==> config.mk <==
export PLATFORM = sky130hd
export DESIGN_NAME = os_pair
export DESIGN_NICKNAME = d
export VERILOG_FILES = /design/src/rtl/oneshot_pkg.sv /design/src/rtl/os_sync.sv /design/src/rtl/os_fire_gate.sv /design/src/rtl/os_channel.sv /design/src/rtl/os_pair.sv
export SDC_FILE = /design/constraint.sdc
export NUM_CORES = 1
export LEC_CHECK = 0
export ABC_AREA = 0
export CELL_PAD_IN_SITES_DETAIL_PLACEMENT = 0
export CELL_PAD_IN_SITES_GLOBAL_PLACEMENT = 1
export CORE_ASPECT_RATIO = 1.75
export CORE_MARGIN = 4
export CORE_UTILIZATION = 50
export DETAILED_ROUTE_END_ITERATION = 6
export DONT_BUFFER_PORTS = 1
export PLACE_DENSITY = 0.81
export SYNTH_ARGS = -nofsm -noshare
export SYNTH_HDL_FRONTEND = slang
export SYNTH_SLANG_ARGS = --single-unit
==> constraint.sdc <==
create_clock -name clk -period 5.4 [get_ports clk]
set_input_delay 0.81 -clock clk [delete_from_list [all_inputs] [get_ports clk]]
set_output_delay 0.81 -clock clk [all_outputs]
set_load 0.05 [all_outputs]
==> src/rtl/oneshot_pkg.sv <==
package oneshot_pkg;
    typedef enum logic {
        OS_IDLE  = 1'b0,
        OS_PULSE = 1'b1
    } os_state_e;
endpackage

==> src/rtl/os_sync.sv <==
// Two-flop synchronizer followed by a one-cycle history register.
module os_sync #(
    parameter int             W       = 1,
    parameter logic [W-1:0]   RST_VAL = '0
) (
    input  logic         clk,
    input  logic         arst_n,
    input  logic [W-1:0] d,
    output logic [W-1:0] cur,
    output logic [W-1:0] prev
);
    logic [W-1:0] meta;

    always_ff @(posedge clk or negedge arst_n) begin
        if (!arst_n) begin
            meta <= RST_VAL;
            cur  <= RST_VAL;
            prev <= RST_VAL;
        end else begin
            meta <= d;
            cur  <= meta;
            prev <= cur;
        end
    end
endmodule

==> src/rtl/os_fire_gate.sv <==
// Combines the synchronized levels and their previous values into one fire strobe.
module os_fire_gate (
    input  logic a_cur,
    input  logic a_prv,
    input  logic b_cur,
    input  logic b_prv,
    input  logic c_cur,
    input  logic c_prv,
    output logic fire
);
    logic a_fall_ok, b_rise_ok, c_rise_ok;

    always_comb begin
        a_fall_ok = a_prv & ~a_cur & b_cur;
        b_rise_ok = ~b_prv & b_cur & ~a_cur;
        c_rise_ok = ~c_prv & ~a_cur & b_cur;
        fire      = c_cur & (a_fall_ok | b_rise_ok | c_rise_ok);
    end
endmodule

==> src/rtl/os_channel.sv <==
module os_channel
    import oneshot_pkg::*;
#(
    parameter int CW = 8
) (
    input  logic          clk,
    input  logic          rst_n,
    input  logic          clr_n,
    input  logic          a_n,
    input  logic          b,
    input  logic [CW-1:0] len,
    output logic          q,
    output logic          q_n
);
    localparam logic [CW-1:0] ONE = CW'(1);

    logic          ch_rst_n;
    logic [1:0]    ab_cur, ab_prv;
    logic          c_cur, c_prv;
    logic          fire;
    logic [CW-1:0] len_eff;
    logic [CW-1:0] cnt, cnt_nx;
    os_state_e     state, state_nx;

    // clear asserts asynchronously; release is re-timed by the clear synchronizer
    assign ch_rst_n = rst_n & clr_n;

    // reset values chosen so no edge can be seen out of reset: a=0, b=1
    os_sync #(.W(2), .RST_VAL(2'b01)) u_ab_sync (
        .clk    (clk),
        .arst_n (rst_n),
        .d      ({a_n, b}),
        .cur    (ab_cur),
        .prev   (ab_prv)
    );

    os_sync #(.W(1), .RST_VAL(1'b0)) u_clr_sync (
        .clk    (clk),
        .arst_n (ch_rst_n),
        .d      (1'b1),
        .cur    (c_cur),
        .prev   (c_prv)
    );

    os_fire_gate u_gate (
        .a_cur (ab_cur[1]),
        .a_prv (ab_prv[1]),
        .b_cur (ab_cur[0]),
        .b_prv (ab_prv[0]),
        .c_cur (c_cur),
        .c_prv (c_prv),
        .fire  (fire)
    );

    assign len_eff = (len == '0) ? ONE : len;

    // state register
    always_ff @(posedge clk or negedge ch_rst_n) begin
        if (!ch_rst_n) begin
            state <= OS_IDLE;
            cnt   <= '0;
        end else begin
            state <= state_nx;
            cnt   <= cnt_nx;
        end
    end

    // next-state logic
    always_comb begin
        state_nx = state;
        cnt_nx   = cnt;
        unique case (state)
            OS_IDLE: begin
                if (fire) begin
                    state_nx = OS_PULSE;
                    cnt_nx   = len_eff - ONE;
                end
            end
            OS_PULSE: begin
                if (fire) begin
                    cnt_nx = len_eff - ONE;
                end else if (cnt == '0) begin
                    state_nx = OS_IDLE;
                end else begin
                    cnt_nx = cnt - ONE;
                end
            end
            default: state_nx = OS_IDLE;
        endcase
    end

    // outputs
    always_comb begin
        q   = (state == OS_PULSE);
        q_n = ~q;
    end

    a_r1_a_fall_fires: assert property (@(posedge clk) disable iff (!ch_rst_n)
        (ab_prv[1] && !ab_cur[1] && ab_cur[0] && c_cur) |=> state == OS_PULSE);

    a_r2_b_rise_fires: assert property (@(posedge clk) disable iff (!ch_rst_n)
        (!ab_prv[0] && ab_cur[0] && !ab_cur[1] && c_cur) |=> state == OS_PULSE);

    a_r5_clear_holds_idle: assert property (@(posedge clk) disable iff (!ch_rst_n)
        !c_cur |-> state == OS_IDLE);

    a_r6_clear_rise_fires: assert property (@(posedge clk) disable iff (!ch_rst_n)
        (c_cur && !c_prv && !ab_cur[1] && ab_cur[0]) |=> state == OS_PULSE);

    a_r7_expire: assert property (@(posedge clk) disable iff (!ch_rst_n)
        (state == OS_PULSE && !fire && cnt == '0) |=> state == OS_IDLE);

    a_r7_tick: assert property (@(posedge clk) disable iff (!ch_rst_n)
        (state == OS_PULSE && !fire && cnt != '0) |=> cnt == CW'($past(cnt) - ONE));

    a_r8_full_reload: assert property (@(posedge clk) disable iff (!ch_rst_n)
        fire |=> (state == OS_PULSE && cnt == CW'($past(len_eff) - ONE)));
endmodule

==> src/rtl/os_pair.sv <==
module os_pair #(
    parameter int NCH = 2,
    parameter int CW  = 8
) (
    input  logic                    clk,
    input  logic                    rst_n,
    input  logic [NCH-1:0]          clr_n,
    input  logic [NCH-1:0]          trig_a_n,
    input  logic [NCH-1:0]          trig_b,
    input  logic [NCH-1:0][CW-1:0]  pulse_len,
    output logic [NCH-1:0]          q,
    output logic [NCH-1:0]          q_n
);
    for (genvar i = 0; i < NCH; i++) begin : g_ch
        os_channel #(.CW(CW)) u_ch (
            .clk   (clk),
            .rst_n (rst_n),
            .clr_n (clr_n[i]),
            .a_n   (trig_a_n[i]),
            .b     (trig_b[i]),
            .len   (pulse_len[i]),
            .q     (q[i]),
            .q_n   (q_n[i])
        );
    end
endmodule

; ---- Word-level counts from Yosys, hierarchy flattened
; Index checks and enable logic that the tools add are counted.
[classes]
addsub = 4
n_eq_ne = 4
muxes = 18
bitwise = 28
reduce_logical = 6
[ops]
columns = operator, n
row1 = $mux 8, 8
row2 = $logic_not 8->1, 4
row3 = $pmux 8 s2, 2
row4 = $sub 8x1->8 const B, 4
row5 = $and 1x1->1, 16
row6 = $not 1->1, 8
row7 = $mux 1, 6
row8 = $ne 3x2->1 const B, 2
row9 = $ne 2x2->1 const B, 2
row10 = $or 1x1->1, 4
row11 = $pmux 1 s2, 2
row12 = $reduce_and 2->1, 2
[word_totals]
register_bits = 36
input_bits = 24
output_inout_bits = 4
elab_cells = 76

; ---- Longest topological paths before layout
; Gate-level depths: netlist of run 1.
[logic_depth]
depth_word = 8
ltp_mapped = 8
mapped_depth_nobuf = 8

; ---- Modules after synthesis
; A second synthesis of run 1 with hierarchy kept.
[unflattened]
hier_cells = 180
area_unflattened_um2 = 1901.8
[modules_own_cells]
columns = module, n_inst, cells_per_inst, area_each_um2
row1 = os_channel, 2, 78, 699.4
row2 = os_sync at g_ch[0].u_ch.u_ab_sync ..., 2, 6, 153.9
row3 = os_sync at g_ch[0].u_ch.u_clr_sync ..., 2, 3, 75.1
row4 = os_fire_gate, 2, 3, 22.5

; ---- Worst setup path before layout of run 1
; Ideal clock, no wire load.
[synth_path]
path_type = input -> register
start = input port pulse_len[13] (netlist bit)
end = register g_ch[1].u_ch.cnt[4]
arrival_time_ns = 2.469
slack_ns = 2.810
cell_stages = 8
n_path_buf = 0
path_cell_list = nor4_1 -> a31o_2 -> inv_1 -> ha_1 -> nor3b_1 -> xor2_1 -> mux2_2 -> a22o_1
[synth_between]
elab_chain_cells = 5
word_cells_on_any_way = 6
[synth_rtl]
columns = item, line
row1 = from (decl), os_pair.sv:10  ; input logic [NCH-1:0][CW-1:0] pulse_len,
row2 = $logic_not 8->1 *, os_channel.sv:55  ; assign len_eff = (len == '0) ? ONE : len;
row3 = $mux 8 *, os_channel.sv:55
row4 = $sub 8x1->8 *, "os_channel.sv:76, os_channel.sv:81"
row5 = $mux 8 (on tied branches), "os_channel.sv:80, os_channel.sv:74"
row6 = $pmux 8 s2 *, os_channel.sv:72  ; unique case (state)
row7 = to (signal assigned), os_channel.sv:64  ; cnt <= cnt_nx;
row8 = to (decl), os_channel.sv:22  ; logic [CW-1:0] cnt, cnt_nx;
; Every way passes the cells marked *; elsewhere a longest branch is shown, timed or not. The select of a mux whose other input is x is not followed.
; A chain may end at the register's enable or synchronous reset.

; ---- Final worst setup path of run 1
; Ends and elaborated chain as after synthesis.

==> results of run 1 <==
==> metal layers <==
layer | global-route usage [%] | up-vias
met3 | 5.629 | 15
met4 | 11.85 | 0
met2 | 33.00 | 48
met1 | 17.53 | 684
met5 | 0 | -
li1 | - | 674
==> sequential cells by signal, summed over array words and instances (netlist names) <==
| signal | cells |
|---|---|
| g_ch.u_ch.u_clr_sync.meta | 2 |
| g_ch.u_ch.q | 2 |
| g_ch.u_ch.u_ab_sync.meta | 4 |
| g_ch.u_ch.u_ab_sync.cur | 4 |
| g_ch.u_ch.u_ab_sync.prev | 4 |
| g_ch.u_ch.cnt | 16 |
| g_ch.u_ch.u_clr_sync.prev | 2 |
| g_ch.u_ch.u_clr_sync.cur | 2 |
==> worst reg2reg max path: cells and delay by family (launching register included) <==
kind / cells / cell delay (ns)
multiplexers: 1 / 0.22
flip-flops: 1 / 0.77
AND/OR/NAND/NOR: 1 / 0.30
AO/OA/AOI/OAI: 1 / 0.47
buffers and inverters: 1 / 0.43
==> layout by cell type, fill, tap and decap left out, types with 3 or more instances in the layout <==
master,netlist,routed
a211oi_1,5,5
a21oi_1,11,11
a22o_1,3,3
clkbuf_8,0,5
dfrtp_1,30,30
dfstp_2,6,6
ha_1,4,4
inv_1,9,9
mux2_2,4,4
mux2i_1,9,9
nand2_1,7,7
nor2_1,9,9
nor3_1,10,10
o211ai_1,3,3
o21ai_0,4,4
or3_1,7,7
or4_1,3,3
xnor2_1,4,4
xor2_1,4,4
==> kinds of logic (layout without fill, tap and decap cells) <==
family / Yosys count / count (layout)
simple gates: 62 / 62
compound gates: 42 / 42
flops: 36 / 36
buf+inv: 16 / 17
mux: 13 / 13
xor+xnor: 8 / 8
fa+ha+maj: 4 / 4
other cells: 1 / 2
==> worst paths after layout <==
path	startpoint	slack [ns]	cells past startpoint	end
worst max-delay path	pulse_len[13]	2.89	8	g_ch[1].u_ch.cnt[4]$_DFFE_PN0P_
worst min-delay path	rst_n	0.21	0	g_ch[1].u_ch.u_ab_sync.prev[1]$_DFF_PN0_
worst max register to register	g_ch[1].u_ch.q$_DFF_PN0_	3.14	4	g_ch[1].u_ch.cnt[1]$_DFFE_PN0P_
worst min register to register	g_ch[1].u_ch.u_clr_sync.meta$_DFF_PN0_	0.35	0	g_ch[1].u_ch.u_clr_sync.cur$_DFF_PN0_
max in group asynchronous	clr_n[1]	4.51	1	g_ch[1].u_ch.cnt[1]$_DFFE_PN0P_
min in group clk	g_ch[1].u_ch.u_clr_sync.meta$_DFF_PN0_	0.35	0	g_ch[1].u_ch.u_clr_sync.cur$_DFF_PN0_
==> power breakdown <==
part / internal (mW) / leakage [nW] / switching, mW / total, mW
Combinational: 0.142 / 0.372 / 0.150 / 0.292
Sequential: 0.343 / 0.424 / 0.100 / 0.443
Clock: 0.137 / 0.0552 / 0.0934 / 0.230
Total: 0.623 / 0.851 / 0.343 / 0.966
==> area by class of cell <==
type	count	share of cell area (%)
Tap cell	46	2.810
Clock buffer	6	3.543
Multi-Input combinational cell	131	45.94
Inverter	9	1.649
Clock inverter	2	1.710
Sequential cell	36	44.35
==> impl_metrics.env, run 1 <==
export IMPL_status="completed"
export IMPL_final_util_pct=55.89
export IMPL_wire_per_inst_um=17.72
export IMPL_fillers=314
export IMPL_grt_pass1_vias=1521
export IMPL_peakVddDrop_uv=269.3
export IMPL_synth_top_area_share_pct=39.06
export IMPL_synth_simple_area_share_pct=19.66
export IMPL_period_needed_ns=2.505
export IMPL_yosys_area_share_adder_pct=2.604
export IMPL_fin_crit_sh_pct=46.39
export IMPL_crit_buf_inv=1
export IMPL_worst_path_max_delay_cell="nor4_1"
export IMPL_syn_to_final_growth_pct=6.575
export IMPL_fin_skew_ns=0.005128
export IMPL_worstSetupStartpointType="input port"
export IMPL_grt_usage_pct=18.94
export IMPL_yosys_top_cells_area="dfrtp_1, dfstp_2, mux2i_1, a21oi_1, ha_1"
export IMPL_synth_cell_types=52
export IMPL_cts_max_level=2
export IMPL_path_cells="nor4_1 > a31o_2 > inv_1 > ha_1 > nor3b_1 > xor2_1 > mux2_2 > a22o_1"
export IMPL_critPathRequiredTime_ns=5.58
export IMPL_clock_latency_ns=0.29
export IMPL_pre_cts_slack_ns=2.613
export IMPL_post_cts_resized=0
export IMPL_antenna_diode_count=0
export IMPL_critPathTopFamily="simple AND/OR/NAND/NOR gates"
export IMPL_die_y_um=90.02
export IMPL_synth_xor_area_share_pct=3.646
export IMPL_critPathArrivalTime_ns=2.68
export IMPL_wl_met2_um=2331
export IMPL_yosys_top_cells_count="dfrtp_1, a21oi_1, nor3_1"
export IMPL_whs_ns=0.2116
export IMPL_ys_warn_count=0
export IMPL_clkSinkCount=36
export IMPL_route_vias_total=1421
export IMPL_rsz0062_at_grt="no"
export IMPL_drive_above_1_share_pct=14.13
export IMPL_fin_ws_ns=2.895
export IMPL_final_max_slew_violation_count=0
export IMPL_hold_viol_final=0
export IMPL_wl_met3_um=194
export IMPL_synthCells=182
export IMPL_finalPower_mw=0.9657
export IMPL_clk_pin_slew_worst_paths_ns=0.07
export IMPL_nNetsFinal=211
export IMPL_die_area_um2=4939
export IMPL_cts_tree="built"
export IMPL_grt_max_degree=15
export IMPL_port_buffers=0
export IMPL_yosysMostFrequentCell="dfrtp_1"
export IMPL_synth_compound_area_share_pct=15.62
export IMPL_num_io_pins=28
export IMPL_vias_per_cell=6.178
export IMPL_hold_path_class="input port to async pin"
export IMPL_instances_no_fill=230
export IMPL_top_layer="met4"
export IMPL_synth_seq_cells=36
export IMPL_drt_met1_wl_um=1377
export IMPL_power_density_nw_per_um2=471.5
export IMPL_core_area_um2=3665
export IMPL_avgSynthCellArea_um2=10.56
export IMPL_clock_path_buffers=2
export IMPL_grt_pass1_wl_um=6775
export IMPL_overflow=0
export IMPL_slew_headroom_pct=51.07
export IMPL_yosysTopAreaCell="dfrtp_1"
export IMPL_antenna_found_initial=0
export IMPL_regArea_um2=908.4
export IMPL_dpl_cell_count=222
export IMPL_timing_fmax_mhz=399.2
export IMPL_die_w_um=54.87
export IMPL_cap_violations=0
export IMPL_design_area_um2=2048
export IMPL_drtIter0Drc=35
export IMPL_ys_seq_area_share_pct=47.27
export IMPL_tightest_slew_ns=0.7284
export IMPL_setup_viol=0
export IMPL_cpPeakStageDelay_ns=0.58
export IMPL_drc_errors=0
export IMPL_path_class="input port to register"
export IMPL_muxShareOfSynthArea_pct=7.031
export IMPL_row_count=29
export IMPL_syn_cell_area_um2=1922
export IMPL_multi_input_area_um2=940.9
export IMPL_cts_buffers=5
export IMPL_initial_core_util_pct=52.44
export IMPL_cts_hold_buf=0
export IMPL_cts_setup_buffers=0
export IMPL_place_area_um2=1941
export IMPL_synth_top_family_by_area="simple AND/OR/NAND/NOR gates"
export IMPL_dpl_hpwl_um=3173
export IMPL_firstDrtPassIters=4
export IMPL_synthFlopType="dfrtp_1"
export IMPL_crit_path_max_fanout=5
export IMPL_p_leak_nw=0.8512
export IMPL_cts_root_buffer="clkbuf_8"
export IMPL_synth_edf_count=0
export IMPL_ant_nets=0
export IMPL_async_flop_share_pct=100.0
export IMPL_end_kind="register"
export IMPL_setup_tns_ns=0
export IMPL_wirelength_um=4075
export IMPL_place_congestion=0.8711
Power figures use the tool's default switching activity.
==> run 2, diff against run 1 <==
Settings changed: CORE_UTILIZATION 50 to 49, PLACE_DENSITY 0.81 to 0.79.
Clock period 5.4 ns to 2.5 ns, I/O delays scaled along.
==> run 2 against run 1 <==
Sequential share of layout area is 1.5 points lower. Critical endpoint is now g_ch[0].u_ch.cnt[7]$_DFFE_PN0P_. Register-to-register slack got worse by 2.8 ns. Critical path type is now register to register. Die area is 1.8% higher. Setup slack got worse by 2.5 ns. Utilization up 1.3 points.
==> impl_metrics.env, run 2 (synthesis gave the netlist of run 1 again) <==
export IMPL_wire_per_inst_um=17.39
export IMPL_dpl_hpwl_um=3277
export IMPL_r2r_start="g_ch[0].u_ch.cnt[0]$_DFFE_PN0P_"
export IMPL_fillers=342
export IMPL_route_vias_total=1463
export IMPL_die_w_um=55.34
export IMPL_cts_max_level=2
export IMPL_ant_nets=0
export IMPL_final_common_cell="dfrtp_1"
export IMPL_row_count=29
export IMPL_clock_latency_ns=0.29
export IMPL_regArea_um2=908.4
export IMPL_die_y_um=90.85
export IMPL_multi_input_area_um2=940.9
export IMPL_firstDrtPassIters=4
export IMPL_cap_violations=0
export IMPL_period_needed_ns=2.114
export IMPL_grt_usage_pct=18.09
export IMPL_vias_per_cell=6.121
export IMPL_largest_register="g_ch.u_ch.cnt"
export IMPL_antenna_diode_count=0
export IMPL_initial_core_util_pct=51.93
export IMPL_p_leak_nw=0.8959
export IMPL_rsz0062_at_grt="no"
export IMPL_power_density_nw_per_um2=999.3
export IMPL_drt_met1_wl_um=1501
export IMPL_peakVddDrop_uv=574.6
export IMPL_clock_path_buffers=2
export IMPL_timing_fmax_mhz=473.0
export IMPL_largest_register_ffs=16
export IMPL_cts_setup_buffers=0
export IMPL_drive_above_1_share_pct=17.62
export IMPL_critPathRequiredTime_ns=2.67
export IMPL_worstSetupStartpointType="register"
export IMPL_crit_buf_inv=1
export IMPL_die_area_um2=5027
export IMPL_critPathTopFamily="simple AND/OR/NAND/NOR gates"
export IMPL_clkSinkCount=36
export IMPL_drtIter0Drc=33
export IMPL_wl_met3_um=135
export IMPL_fin_crit_sh_pct=84.56
export IMPL_layout_common_cells="dfrtp_1, a21oi_1, nor3_1"
export IMPL_tightest_slew_ns=0.5760
export IMPL_drc_errors=0
export IMPL_cts_root_buffer="clkbuf_8"
export IMPL_grt_pass1_wl_um=7120
export IMPL_path_class="register to register"
export IMPL_setup_tns_ns=0
export IMPL_clk_pin_slew_worst_paths_ns=0.08
export IMPL_place_congestion=0.7869
export IMPL_syn_to_final_growth_pct=10.22
export IMPL_setup_viol=0
export IMPL_grt_pass1_vias=1566
export IMPL_crit_path_max_fanout=4
export IMPL_num_io_pins=28
export IMPL_pre_cts_slack_ns=0.4105
export IMPL_wirelength_um=4157
export IMPL_path_cells="inv_1 > ha_1 > or4b_1 > o21ai_0 > nand2_1 > a22o_1"
export IMPL_core_area_um2=3701
export IMPL_final_max_slew_violation_count=0
export IMPL_antenna_found_initial=0
export IMPL_overflow=0
export IMPL_hold_viol_final=0
export IMPL_port_buffers=0
export IMPL_worst_path_max_delay_cell="or4b_1"
export IMPL_top_layer="met4"
export IMPL_fin_skew_ns=0.01061
export IMPL_critPathArrivalTime_ns=2.29
export IMPL_end_kind="register"
export IMPL_hold_path_class="input port to async pin"
export IMPL_crit_start="g_ch[0].u_ch.cnt[0]$_DFFE_PN0P_"
export IMPL_ff2ff_setup_slack_ns=0.39
export IMPL_status="completed"
export IMPL_cts_tree="built"
export IMPL_grt_max_degree=13
export IMPL_cts_buffers=5
export IMPL_slew_headroom_pct=61.06
export IMPL_cpPeakStageDelay_ns=0.51
export IMPL_wl_met2_um=2458
export IMPL_fin_ws_ns=0.3861
export IMPL_nNetsFinal=220
==> run 2: changes by cell type in the layout (fill, tap and decap cells not counted) <==
cell           delta
buf_4             +8
dlygate4sd3_1     +1
==> run 2: final timing paths <==
kind | endpoint | cells after the start
max | g_ch[0].u_ch.cnt[7]$_DFFE_PN0P_ | 6
min | g_ch[1].u_ch.cnt[6]$_DFFE_PN0P_ | 1
max reg2reg | g_ch[0].u_ch.cnt[7]$_DFFE_PN0P_ | 6
min reg2reg | g_ch[0].u_ch.u_clr_sync.cur$_DFF_PN0_ | 0
max in group asynchronous | g_ch[0].u_ch.u_ab_sync.prev[0]$_DFF_PN1_ | 1
min in group clk | g_ch[1].u_ch.u_ab_sync.meta[0]$_DFF_PN1_ | 0
==> run 2: layer usage <==
layer | vias to the layer above | GRT usage, %
met1 | 713 | 17.20
met3 | 11 | 5.007
met2 | 38 | 35.47
met5 | - | 0
met4 | 0 | 6.288
li1 | 701 | -
==> run 2: final cells by class <==
class	instances	share of cell area [%]
Tap cell	46	2.717
Sequential cell	36	42.88
Multi-Input combinational cell	131	44.42
Clock inverter	2	1.654
Clock buffer	6	3.426
Timing Repair Buffer	9	3.308
Inverter	9	1.595
==> run 2: timing repair <==
item / in CTS / in global routing
hold endpoints to repair: 12 / 0
resized for setup: 0 / 0
hold buffers: 1 / 0
==> run 2: stage by stage <==
stage                     hold slack, ns  instance area, um^2  instances  power (mW)  utilization [%]
after detailed placement         0.07970                 2001        230       1.629            54.06
after global placement           0.07971                 2001        230       1.593            54.06
final                            0.08696                 2118        239       2.117            57.23
after global routing             0.05612                 2118        239       2.276            57.23
after CTS                        0.07649                 2118        239       2.135            57.23
after floorplan                  0.07941                 1926        183       1.458                -
==> run 2: where the power goes <==
part / internal, mW / switching, mW / leakage, nW
Combinational: 0.333 / 0.370 / 0.417
Clock: 0.296 / 0.197 / 0.0552
Sequential: 0.743 / 0.179 / 0.424
==> run 3, diff against run 2 <==
Settings changed: ABC_AREA 0 to 1, CORE_UTILIZATION 49 to 41, PLACE_DENSITY 0.79 to 0.75.
Clock period 2.5 ns to 1.75 ns, I/O delays scaled along.
==> run 3 against run 2 <==
Clock power up 44%. Final area up 13%. Critical path depth up 3. Clock skew down 0.0071 ns. Sequential power up 39%. Register-to-register slack worse by 0.13 ns. Global-route usage down 2.5 points. Area after synthesis up 10%. Die area up 28%. Critical endpoint is now g_ch[1].u_ch.cnt[5]$_DFFE_PN0P_. Highest routed layer unchanged.
==> impl_metrics.env, run 3 <==
export IMPL_synthFlopType="dfrtp_1"
export IMPL_hold_path_class="input port to register"
export IMPL_synth_compound_area_share_pct=6.077
export IMPL_antenna_diode_count=0
export IMPL_status="completed"
export IMPL_cpPeakStageDelay_ns=0.34
export IMPL_regArea_um2=908.4
export IMPL_path_class="register to register"
export IMPL_setup_viol=0
export IMPL_synth_simple_area_share_pct=35.16
export IMPL_die_area_um2=6432
export IMPL_path_cells="inv_2 > ha_1 > nand3_2 > nor2_2 > o21ai_4 > inv_2 > nor2_1 > nand2_1 > nand2_1"
export IMPL_drive_above_1_share_pct=16.28
export IMPL_clock_latency_ns=0.28
export IMPL_clk_pin_slew_worst_paths_ns=0.07
export IMPL_ys_seq_area_share_pct=42.83
export IMPL_drc_errors=0
export IMPL_synthCells=281
export IMPL_yosysMostFrequentCell="nand2_1"
export IMPL_fillers=530
export IMPL_setup_tns_ns=0
export IMPL_ys_warn_count=0
export IMPL_worstSetupStartpointType="register"
export IMPL_route_vias_total=1735
export IMPL_largest_register_ffs=16
export IMPL_synth_top_family_by_area="simple AND/OR/NAND/NOR gates"
export IMPL_crit_path_max_fanout=13
export IMPL_synth_top_area_share_pct=35.40
export IMPL_synth_seq_cells=36
export IMPL_tightest_slew_ns=0.5661
export IMPL_cts_buffers=5
export IMPL_cts_setup_buffers=0
export IMPL_row_count=34
export IMPL_slew_headroom_pct=62.14
export IMPL_muxShareOfSynthArea_pct=0
export IMPL_worst_path_max_delay_cell="dfrtp_1"
export IMPL_synth_cell_types=32
export IMPL_largest_register="g_ch.u_ch.cnt"
export IMPL_avgSynthCellArea_um2=7.547
export IMPL_num_io_pins=28
export IMPL_final_common_cell="nand2_1"
export IMPL_hold_viol_final=0
export IMPL_end_kind="register"
export IMPL_wire_per_inst_um=12.65
export IMPL_cts_root_buffer="clkbuf_8"
export IMPL_final_util_pct=48.11
export IMPL_layout_common_cells="nand2_1, inv_1, nor2_1"
export IMPL_synth_xor_area_share_pct=2.891
export IMPL_final_max_slew_violation_count=0
export IMPL_core_area_um2=4977
export IMPL_grt_pass1_vias=1768
export IMPL_yosys_area_share_adder_pct=2.360
export IMPL_timing_fmax_mhz=670.0
export IMPL_clock_path_buffers=2
export IMPL_firstDrtPassIters=4
export IMPL_whs_ns=0.2007
export IMPL_clkSinkCount=36
export IMPL_peakVddDrop_uv=1085
export IMPL_die_w_um=62.37
export IMPL_period_needed_ns=1.492
export IMPL_nNetsFinal=328
export IMPL_antenna_found_initial=0
export IMPL_multi_input_area_um2=993.5
export IMPL_grt_usage_pct=15.62
export IMPL_ant_nets=0
export IMPL_syn_to_final_growth_pct=12.92
export IMPL_power_density_nw_per_um2=1515
export IMPL_yosysTopAreaCell="dfrtp_1"
export IMPL_die_y_um=103.1
export IMPL_fin_crit_sh_pct=85.28
export IMPL_p_leak_nw=1.219
export IMPL_async_flop_share_pct=100.0
export IMPL_port_buffers=0
export IMPL_syn_cell_area_um2=2121
export IMPL_dpl_hpwl_um=3629
export IMPL_initial_core_util_pct=42.61
export IMPL_rsz0062_at_grt="no"
export IMPL_grt_pass1_wl_um=7921
export IMPL_finalPower_mw=3.628
export IMPL_cap_violations=0
export IMPL_yosys_top_cells_count="nand2_1, inv_1, nor2_1"
export IMPL_vias_per_cell=4.887
export IMPL_grt_max_degree=15
export IMPL_place_congestion=0.8391
export IMPL_drtIter0Drc=44
export IMPL_critPathArrivalTime_ns=1.72
export IMPL_fin_skew_ns=0.003541
export IMPL_yosys_top_cells_area="dfrtp_1, nand2_1, dfstp_2, nand3_1, inv_1"
export IMPL_overflow=0
export IMPL_cts_tree="built"
export IMPL_wirelength_um=4489
export IMPL_synth_edf_count=0
export IMPL_cts_max_level=2
export IMPL_critPathRequiredTime_ns=1.98
## run 3: cell types whose count changed in the layout (fill, tap and decap cells not counted), sizes merged, moves of 4 or more
cell | before | now
a211oi | 5 | 0
a21oi | 11 | 0
dlygate4sd3 | 1 | 7
inv | 9 | 40
mux2 | 4 | 0
mux2i | 9 | 0
nand2 | 7 | 80
nand3 | 2 | 34
nor2 | 9 | 41
nor3 | 11 | 0
o21ai | 4 | 17
or3 | 9 | 0
or4 | 4 | 0
## run 3: power by group
group	switching [mW]	total, mW	leakage, nW	internal, mW
Sequential	0.201	1.28	0.425	1.08
Clock	0.285	0.708	0.0552	0.423
Combinational	1.01	1.64	0.739	0.625
Total	1.50	3.63	1.22	2.13
## run 3: area by class of cell
| type | count | share of cell area (%) |
|---|---|---|
| clock buffer | 6 | 3.030 |
| clock inverter | 2 | 1.463 |
| inverter | 43 | 6.897 |
| multi-input combinational | 196 | 41.48 |
| sequential | 36 | 37.93 |
| tap | 54 | 2.821 |
| timing repair buffer | 18 | 6.374 |
## run 3: repair_timing
item / in CTS / in global routing
hold buffers: 7 / 0
gates resized for setup: 0 / 0
hold endpoints to repair: 40 / 0
## run 3: path summary, 6_finish.rpt
check,from,end,slack [ns],cells past startpoint
max,g_ch[1].u_ch.cnt[0]$_DFFE_PN0P_,g_ch[1].u_ch.cnt[5]$_DFFE_PN0P_,0.26,9
min,pulse_len[5],g_ch[0].u_ch.cnt[5]$_DFFE_PN0P_,0.20,4
max reg2reg,g_ch[1].u_ch.cnt[0]$_DFFE_PN0P_,g_ch[1].u_ch.cnt[5]$_DFFE_PN0P_,0.26,9
min reg2reg,g_ch[1].u_ch.u_clr_sync.meta$_DFF_PN0_,g_ch[1].u_ch.u_clr_sync.cur$_DFF_PN0_,0.35,0
max in group asynchronous,rst_n,g_ch[1].u_ch.cnt[6]$_DFFE_PN0P_,0.51,3
min in group asynchronous,rst_n,g_ch[0].u_ch.u_ab_sync.cur[1]$_DFF_PN0_,0.41,1
## run 3: per-layer routing
metal	vias to the layer above	share of wire (%)	wire length, um	GRT usage [%]
li1	906	-	-	-
met1	791	35	1576	14.47
met2	29	58	2625	32.03
met3	9	3.5	157	2.508
met4	0	2.9	130	7.680
met5	-	0	0	0
## run 3: critical path: cells and delay by family, from the launching register on
family	cells	cell delay (ns)
AND/OR/NAND/NOR	5	0.37
flip-flops	1	0.34
AO/OA/AOI/OAI	1	0.32
adder cells (fa/ha/maj)	1	0.23
buffers and inverters	2	0.17
## run 3: kinds of logic (layout without fill, tap and decap cells)
group,after synthesis,in the layout
and+or+nand+nor,163,163
xor gates and xnor gates,7,7
other,1,2
AOI/OAI and AO/OA,20,20
buffers and inverters,50,69
DFF,36,36
adders and majority gates,4,4
## run 3: metrics by stage
stage | area [um^2] | cells | setup WS, ns
3_3_place_gp | 2217 | 340 | 0.04357
3_5_place_dp | 2217 | 340 | 0.02862
4_1_cts | 2395 | 355 | 0.2243
5_1_grt | 2395 | 355 | 0.1051
6_report | 2395 | 355 | 0.2576
2_1_floorplan | 2125 | 282 | 0.2874
